## src/rtl/csu_pkg.sv

```systemverilog
package csu_pkg;

   typedef struct packed {
      logic cs;
      logic user;
      logic valid;
      logic err;
      logic bstart;
   } csu_bits_t;

   localparam int unsigned CSU_SLOT_BITS_DEF  = 32;
   localparam int unsigned CSU_BLOCK_FRM_DEF  = 192;
   localparam int unsigned CSU_MARK_FRM_DEF   = 32;
   localparam int unsigned CSU_CH_PER_FRM_DEF = 2;

endpackage

```

## src/rtl/csu_slot_timer.sv

```systemverilog
module csu_slot_timer #(
   parameter int unsigned SLOT_BITS = 32,
   parameter int unsigned LEAD      = 1
) (
   input  logic sclk,
   input  logic rst_n,
   input  logic clr,
   input  logic fsync,
   input  logic i2s_sel,
   output logic edge_o,
   output logic load_o
);
   localparam int unsigned CNT_W = $clog2(SLOT_BITS);
   localparam logic [CNT_W-1:0] CNT_MAX = CNT_W'(SLOT_BITS - 1);

   logic             fs_q;
   logic             synced_q;
   logic             done_q;
   logic [CNT_W-1:0] cnt_q;
   logic             early;

   assign edge_o = fsync ^ fs_q;

   generate
      if (LEAD == 0) begin : g_no_lead
         assign early = 1'b0;
      end else begin : g_lead
         localparam logic [CNT_W-1:0] PRE_CNT = CNT_W'(SLOT_BITS - 1 - LEAD);
         assign early = synced_q & ~i2s_sel & ~done_q & (cnt_q == PRE_CNT);
      end
   endgenerate

   assign load_o = early | (edge_o & ~done_q);

   always_ff @(posedge sclk or negedge rst_n) begin
      if (!rst_n) begin
         fs_q     <= 1'b0;
         synced_q <= 1'b0;
         done_q   <= 1'b0;
         cnt_q    <= '0;
      end else if (clr) begin
         fs_q     <= 1'b0;
         synced_q <= 1'b0;
         done_q   <= 1'b0;
         cnt_q    <= '0;
      end else begin
         fs_q <= fsync;
         if (edge_o) begin
            cnt_q    <= '0;
            synced_q <= 1'b1;
            done_q   <= 1'b0;
         end else begin
            if (cnt_q != CNT_MAX) cnt_q <= cnt_q + 1'b1;
            if (early) done_q <= 1'b1;
         end
      end
   end

   AST_LOAD_ONCE: assert property (@(posedge sclk) disable iff (!rst_n)
      (load_o && !edge_o && !clr) |=> (!load_o || edge_o));

endmodule

```

## src/rtl/csu_bit_capture.sv

```systemverilog
module csu_bit_capture
   import csu_pkg::*;
(
   input  logic      sclk,
   input  logic      rst_n,
   input  logic      clr,
   input  logic      stb_i,
   input  csu_bits_t bits_i,
   input  logic      consume_i,
   output csu_bits_t hold_o
);
   always_ff @(posedge sclk or negedge rst_n) begin
      if (!rst_n) begin
         hold_o <= '0;
      end else if (clr) begin
         hold_o <= '0;
      end else if (stb_i) begin
         hold_o <= bits_i;
      end else if (consume_i) begin
         hold_o.bstart <= 1'b0;
      end
   end

endmodule

```

## src/rtl/csu_block_track.sv

```systemverilog
module csu_block_track #(
   parameter int unsigned BLOCK_FRAMES = 192,
   parameter int unsigned MARK_FRAMES  = 32,
   parameter int unsigned CH_PER_FRAME = 2
) (
   input  logic sclk,
   input  logic rst_n,
   input  logic clr,
   input  logic load_i,
   input  logic bstart_i,
   output logic mark_o
);
   localparam int unsigned SAMPLES = BLOCK_FRAMES * CH_PER_FRAME;
   localparam int unsigned IDX_W   = $clog2(SAMPLES);
   localparam logic [IDX_W-1:0] LAST_IDX = IDX_W'(SAMPLES - 1);

   logic [IDX_W-1:0] idx_q;
   logic [IDX_W-1:0] idx_nxt;
   logic             mark_hit;

   always_comb begin
      if (bstart_i)              idx_nxt = '0;
      else if (idx_q == LAST_IDX) idx_nxt = '0;
      else                        idx_nxt = idx_q + 1'b1;
   end

   generate
      if (MARK_FRAMES == 0) begin : g_mark_none
         assign mark_hit = 1'b0;
      end else if (MARK_FRAMES >= BLOCK_FRAMES) begin : g_mark_all
         assign mark_hit = 1'b1;
      end else begin : g_mark_cmp
         localparam logic [IDX_W-1:0] MARK_SAMPLES = IDX_W'(MARK_FRAMES * CH_PER_FRAME);
         assign mark_hit = (idx_nxt < MARK_SAMPLES);
      end
   endgenerate

   always_ff @(posedge sclk or negedge rst_n) begin
      if (!rst_n) begin
         idx_q  <= '0;
         mark_o <= 1'b0;
      end else if (clr) begin
         idx_q  <= '0;
         mark_o <= 1'b0;
      end else if (load_i) begin
         idx_q  <= idx_nxt;
         mark_o <= mark_hit;
      end
   end

   generate
      if (MARK_FRAMES > 0) begin : g_ast_mark
         AST_BSTART_MARK: assert property (@(posedge sclk) disable iff (!rst_n)
            (load_i && bstart_i && !clr) |=> mark_o);
      end
   endgenerate

endmodule

```

## src/rtl/csu_out_timing.sv

```systemverilog
module csu_out_timing
   import csu_pkg::*;
#(
   parameter int unsigned SLOT_BITS    = CSU_SLOT_BITS_DEF,
   parameter int unsigned LEAD         = 1,
   parameter int unsigned BLOCK_FRAMES = CSU_BLOCK_FRM_DEF,
   parameter int unsigned MARK_FRAMES  = CSU_MARK_FRM_DEF,
   parameter int unsigned CH_PER_FRAME = CSU_CH_PER_FRM_DEF
) (
   input  logic sclk,
   input  logic rst_n,
   input  logic port_rst,
   input  logic fsync,
   input  logic i2s_sel,
   input  logic sub_stb,
   input  logic sub_cs,
   input  logic sub_user,
   input  logic sub_valid,
   input  logic sub_err,
   input  logic sub_bstart,
   output logic cs_out,
   output logic user_out,
   output logic blk_mark,
   output logic err_out,
   output logic verr_out
);
   generate
      if (SLOT_BITS < LEAD + 2) begin : g_bad_slot
         $error("SLOT_BITS must exceed LEAD by at least two");
      end
      if (CH_PER_FRAME < 1) begin : g_bad_ch
         $error("CH_PER_FRAME must be at least one");
      end
      if (MARK_FRAMES > BLOCK_FRAMES) begin : g_bad_mark
         $error("MARK_FRAMES cannot exceed BLOCK_FRAMES");
      end
   endgenerate

   csu_bits_t in_bits;
   csu_bits_t hold;
   logic      edge_w;
   logic      load_w;

   assign in_bits = '{cs: sub_cs, user: sub_user, valid: sub_valid,
                      err: sub_err, bstart: sub_bstart};

   csu_slot_timer #(
      .SLOT_BITS (SLOT_BITS),
      .LEAD      (LEAD)
   ) timer_i (
      .sclk    (sclk),
      .rst_n   (rst_n),
      .clr     (port_rst),
      .fsync   (fsync),
      .i2s_sel (i2s_sel),
      .edge_o  (edge_w),
      .load_o  (load_w)
   );

   csu_bit_capture capture_i (
      .sclk      (sclk),
      .rst_n     (rst_n),
      .clr       (port_rst),
      .stb_i     (sub_stb),
      .bits_i    (in_bits),
      .consume_i (load_w),
      .hold_o    (hold)
   );

   csu_block_track #(
      .BLOCK_FRAMES (BLOCK_FRAMES),
      .MARK_FRAMES  (MARK_FRAMES),
      .CH_PER_FRAME (CH_PER_FRAME)
   ) track_i (
      .sclk     (sclk),
      .rst_n    (rst_n),
      .clr      (port_rst),
      .load_i   (load_w),
      .bstart_i (hold.bstart),
      .mark_o   (blk_mark)
   );

   always_ff @(posedge sclk or negedge rst_n) begin
      if (!rst_n) begin
         cs_out   <= 1'b0;
         user_out <= 1'b0;
         err_out  <= 1'b0;
         verr_out <= 1'b0;
      end else if (port_rst) begin
         cs_out   <= 1'b0;
         user_out <= 1'b0;
         err_out  <= 1'b0;
         verr_out <= 1'b0;
      end else begin
         if (load_w) begin
            cs_out   <= hold.cs;
            user_out <= hold.user;
         end
         if (edge_w) begin
            err_out  <= hold.err;
            verr_out <= hold.valid | hold.err;
         end
      end
   end

   AST_CU_ON_LOAD: assert property (@(posedge sclk) disable iff (!rst_n)
      !$stable(cs_out) |-> ($past(load_w) || $past(port_rst)));

   AST_ERR_ON_EDGE: assert property (@(posedge sclk) disable iff (!rst_n)
      !$stable(err_out) |-> ($past(edge_w) || $past(port_rst)));

   AST_VERR_COVERS: assert property (@(posedge sclk) disable iff (!rst_n)
      err_out |-> verr_out);

   AST_PORT_RST_LOW: assert property (@(posedge sclk) disable iff (!rst_n)
      $past(port_rst) |-> !(cs_out || user_out || blk_mark || err_out || verr_out));

endmodule

```

## config.mk

```make
export PLATFORM = sky130hd
export DESIGN_NAME = csu_out_timing
export DESIGN_NICKNAME = d
export VERILOG_FILES = /design/src/rtl/csu_pkg.sv /design/src/rtl/csu_slot_timer.sv /design/src/rtl/csu_bit_capture.sv /design/src/rtl/csu_block_track.sv /design/src/rtl/csu_out_timing.sv
export SDC_FILE = /design/constraint.sdc
export NUM_CORES = 1
export LEC_CHECK = 0
export ABC_AREA = 1
export BUFFER_PORTS_ARGS = -buffer_cell sky130_fd_sc_hd__buf_2
export CORE_AREA = 2 2 55 96
export DETAILED_ROUTE_END_ITERATION = 16
export DIE_AREA = 0 0 57 98
export PLACE_DENSITY = 0.54
export SYNTH_ARGS = -nofsm -noshare
export SYNTH_HDL_FRONTEND = slang
export SYNTH_SLANG_ARGS = --single-unit
export TNS_END_PERCENT = 1
```

## constraint.sdc

```tcl
create_clock -name sclk -period 1.6 [get_ports sclk]
set_input_delay 0.16 -clock sclk [delete_from_list [all_inputs] [get_ports sclk]]
set_output_delay 0.16 -clock sclk [all_outputs]
set_load 0.01 [all_outputs]
```

Word-level counts from Yosys, hierarchy flattened --
Index checks and enable logic that the tools add are counted.
Operators by class: add/subtract/negate cells 2, magnitude comparators 1, equality and inequality tests 3, multiplexer cells 27, bitwise logic cells 9, reductions and logical operators 6
Operators by type and width (count):
- 9-bit two-way mux | 4
- 5-bit two-way mux | 4
- 1-bit two-way mux | 18
- 9-bit by 1-bit adder with 9-bit output, second input constant | 1
- 9-bit equality test, second input constant | 1
- 9-bit by 7-bit less-than comparator with 1-bit output, second input constant | 1
- 3-bit nonzero test | 3
- 2-bit nonzero test | 3
- 5-bit by 1-bit adder with 5-bit output, second input constant | 1
- 5-bit equality test, second input constant | 1
- 5-bit inequality test, second input constant | 1
- 1-bit AND | 4
- 4-bit two-way mux | 1
- 1-bit NOT | 2
- 1-bit OR | 2
- 1-bit bitwise XOR | 1
Storage, ports and cells: register bits after elaboration 27, output and inout bits 5, word-level logic and storage cells 63

Logic depth before layout (Yosys ltp) --
word-level depth 8, mapped depth 10

Cells and area by module --
From an unflattened synthesis, not the netlist that was laid out.
Unflattened totals: cell total of the unflattened synthesis 195, area total of the unflattened synthesis 1463.9 µm²
By module, submodules not included:
- csu_block_track | instances 1, cells each 83, area each 598.1 µm²
- csu_slot_timer | instances 1, cells each 64, area each 476.7 µm²
- csu_bit_capture | instances 1, cells each 24, area each 210.2 µm²
- csu_out_timing | instances 1, cells each 24, area each 178.9 µm²

Worst setup path after synthesis --
OpenSTA, ideal clock, no wires.
path kind reg-to-reg, from register timer_i.cnt_q[1], to register timer_i.cnt_q[2], data arrival time 1.210 ns, required time 1.472 ns, slack 0.262 ns, cell stages (with the launch flop) 9, buffers on the path 0, period minus slack after synthesis 1.338 ns, cell sequence dfrtp_1 > ha_1 > inv_1 > nor2_1 > ha_1 > inv_1 > nand2_1 > xor2_1 > nor2_1
Between the ends: longest elaborated chain between the ends 4, elaborated cells on any way between the ends 6, classes of those cells 1 x add/sub; 1 x eq/ne; 3 x mux; 1 x reduce/logical
RTL lines:
- from (decl) | RTL line csu_slot_timer.sv:19 | logic [CNT_W-1:0] cnt_q;
- from (signal assigned) | RTL line csu_slot_timer.sv:53 | if (cnt_q != CNT_MAX) cnt_q <= cnt_q + 1'b1;
- 5-bit by 1-bit adder with 5-bit output | RTL line csu_slot_timer.sv:53
- 5-bit two-way mux | RTL line csu_slot_timer.sv:53
- 5-bit two-way mux | RTL line csu_slot_timer.sv:48 | if (edge_o) begin
- 5-bit two-way mux | RTL line csu_slot_timer.sv:41 | end else if (clr) begin
Parallel ways exist; a longest one is shown, timed or not. The select of a mux whose other input is x is not followed. A chain may end at the register's enable or synchronous reset.

Worst setup path after layout --
Ends and elaborated chain as after synthesis.

==> impl_metrics.ini <==
[final_layout]
syn_to_final_growth_pct = 14.5
final_core_util_pct = 32.9
num_antenna_cells = 0
multi_input_area_um2 = 619
nNetsFinal = 209
layout-drive-gt1-share_pct = 18.7
fin_area_um2 = 1600
n_fill_cell = 547
regArea_um2 = 676

[logic_synthesis]
synth_mux_area_share_pct = 0
synth_top_area_share_pct = 48.5
yosysTopAreaCell = dfrtp_1
ys_types = 24
synth_enable_flop_cells = 0
synthFlopType = dfrtp_1
synth_top_family_by_area = simple AND/OR/NAND/NOR gates
syn_avg_cell_area_um2 = 8.06
yosys.area_share.simple_pct = 30.9
ys_warn_count = 0
syn-cell-area_um2 = 1390
synth.area.top_cells = dfrtp_1 (48%), nand2_1 (12%), inv_1 (6.7%)
post-synth-top-count-cell = nand2_1
netlist_top_cells_count = nand2_1 (46), dfrtp_1 (27), inv_1 (25)
synth_fa_ha_area_share_pct = 3.59
synth-compound-area-share_pct = 7.90
synthCells = 173
synthXorXnorAreaFrac_pct = 1.89
syn_nets = 188
ys_ff_latch = 27
synthArstFlopShare_pct = 100
ys_seq_area_share_pct = 48.5

[placement]
hpwlAfterDp_mm = 2.06
postPlaceCellArea_um2 = 1540
gp_congestion = 0.779
portBuffers = 15

[drt]
via_count = 1120
ant_nets = 0
firstDrtPassIters = 4
drc = 0
wire_per_inst_um = 10.5
wl_mm = 2.59
viasPerCell = 4.53
drt-initial-drc-count = 9

[global_route]
grt_max_degree = 28
grt_usage_pct = 10.9
grt_pass1_wl_mm = 4.85
antenna_found_initial = 0
grt_pass1_vias = 1137
grt_remaining_overflow = 0

[sta]
fin_skew_ns = 0.00269
drv_slew = 0
setup_viol = 0
fin_crit_sh_pct = 89.7
finalSetupTns_ns = 0
finalHoldViolations = 0
fmax_mhz = 697
slew_headroom_pct = 60.0
rsz0062_at_grt = false
min_period_ns = 1.43
worst_slew_pin_slew_ns = 0.600

[critical_path]
startpoint_type = flop
crit_arrival_ns = 1.59
cp_top_family = adder cells
critPathBufInv = 2
slowest_stage = dfrtp_1
critPathRequiredTime_ns = 1.75
path_cells = ha_1 -> inv_1 -> nor2_1 -> ha_2 -> inv_1 -> nand2_1 -> xor2_1 -> nor2_1
cpPeakStageDelay_ns = 0.39
criticalPathCategory = reg -> reg
cp-end-kind = flop
path_max_fanout = 5

[power]
p_per_area_nw_per_um2 = 787
p_leak_nw = 0.806
ir_drop_mv = 0.498
finalPower_mw = 1.26

[floorplanning]
die-area_um2 = 5590
row_count = 34
io_pins = 16
die_w_um = 57
start_util_pct = 28.7
core_area_um2 = 4850
die_y_um = 98

[outcome]
status = finished, final reports clean

[cts]
insertion_delay_ns = 0.27
cts_setup_buffers = 0
numCtsBuffers = 3
cts_buffer_depth = 2
cts_htree_levels = 1
path_clk_slew_ns = 0.09
numClockSinks = 27
clock-root-buffer = clkbuf_8
cts_tree = yes

[flow_run]
cap_viol_max_count = 0

[hold_path]
holdCritPathClass = in -> reg
-- routing by layer --
| layer | global-route usage, % | part of all wire [%] | vias to the layer above |
|---|---|---|---|
| li1 | - | - | 584 |
| met1 | 11.8 | 41 | 514 |
| met2 | 19.5 | 53 | 15 |
| met3 | 1.32 | 1.9 | 7 |
| met4 | 6.80 | 3.2 | 0 |
| met5 | 0 | 0 | - |
-- final cells by class --
type                       instances  area share [%]
clock buffer                       3            2.59
clock inverter                     1           0.314
inverter                          27            6.35
tap                               54            4.24
timing repair buffer              16            5.33
sequential                        27            42.4
multi-input combinational        119            38.8
-- worst paths after layout --
| path | from | endpoint | slack [ns] | cells after the start |
|---|---|---|---|---|
| setup / recovery | timer_i.cnt_q[1]$_DFFE_PN0P_ | timer_i.cnt_q[2]$_DFFE_PN0P_ | 0.17 | 8 |
| hold / removal | sub_valid | capture_i.hold_o[2]$_DFFE_PN0P_ | 0.08 | 3 |
| setup reg to reg | timer_i.cnt_q[1]$_DFFE_PN0P_ | timer_i.cnt_q[2]$_DFFE_PN0P_ | 0.17 | 8 |
| hold reg to reg | user_out$_DFFE_PN0P_ | user_out$_DFFE_PN0P_ | 0.48 | 2 |
| max in group asynchronous | rst_n | cs_out$_DFFE_PN0P_ | 0.78 | 2 |
| min in group asynchronous | rst_n | timer_i.cnt_q[1]$_DFFE_PN0P_ | 0.42 | 2 |
-- kinds of logic after synthesis --
logic type,count (synthesis)
compound gates,20
xor+xnor,3
fa+ha+maj,4
buf+inv,27
flops,27
simple gates,92
-- state kept, by name, indices dropped and copies added (netlist names) --
name              flops
timer_i.done_q        1
timer_i.fs_q          1
err_out               1
track_i.idx_q         9
track_i.mark_o        1
timer_i.cnt_q         5
cs_out                1
timer_i.synced_q      1
verr_out              1
user_out              1
capture_i.hold_o      5
-- report_power, final --
group / leakage [nW] / internal (mW) / total (mW) / switching (mW)
Sequential: 0.366 / 0.712 / 0.731 / 0.0192
Combinational: 0.414 / 0.0509 / 0.146 / 0.0947
Clock: 0.0255 / 0.174 / 0.380 / 0.205
Total: 0.806 / 0.937 / 1.26 / 0.319
-- what timing repair did --
item | in CTS | in global routing
hold buffers | 1 | 0
endpoints found under the hold margin | 27 | 0
setup endpoints to repair | 0 | 2
resized for setup | 0 | 1
-- worst min-delay path: cells and delay by family --
kind / cells / cell delay (ns)
buf+inv: 1 / 0.07
simple gates: 2 / 0.08
-- stage by stage --
stage	hold WS, ns	setup WS, ns	instances
finish	0.0755	0.165	247
floorplan	-0.136	0.262	173
global route	0.0860	0.00377	247
global placement	0.217	0.123	242
CTS	0.0731	0.121	247
detailed placement	0.204	0.124	242
-- cell usage in the layout (no fill, tap or decap), drive strengths merged --
cell type / instances
nand4: 1
nand3: 12
ha: 4
and3: 1
dfrtp: 27
clkbuf: 3
nor3: 2
dlygate4sd3: 1
a21oi: 4
nand2: 54
buf: 15
xnor2: 1
xor2: 2
o22ai: 4
o31ai: 1
o21ai: 10
inv: 27
a22oi: 1
nor2: 22
clkinv: 1
Power figures use the tool's default switching activity.
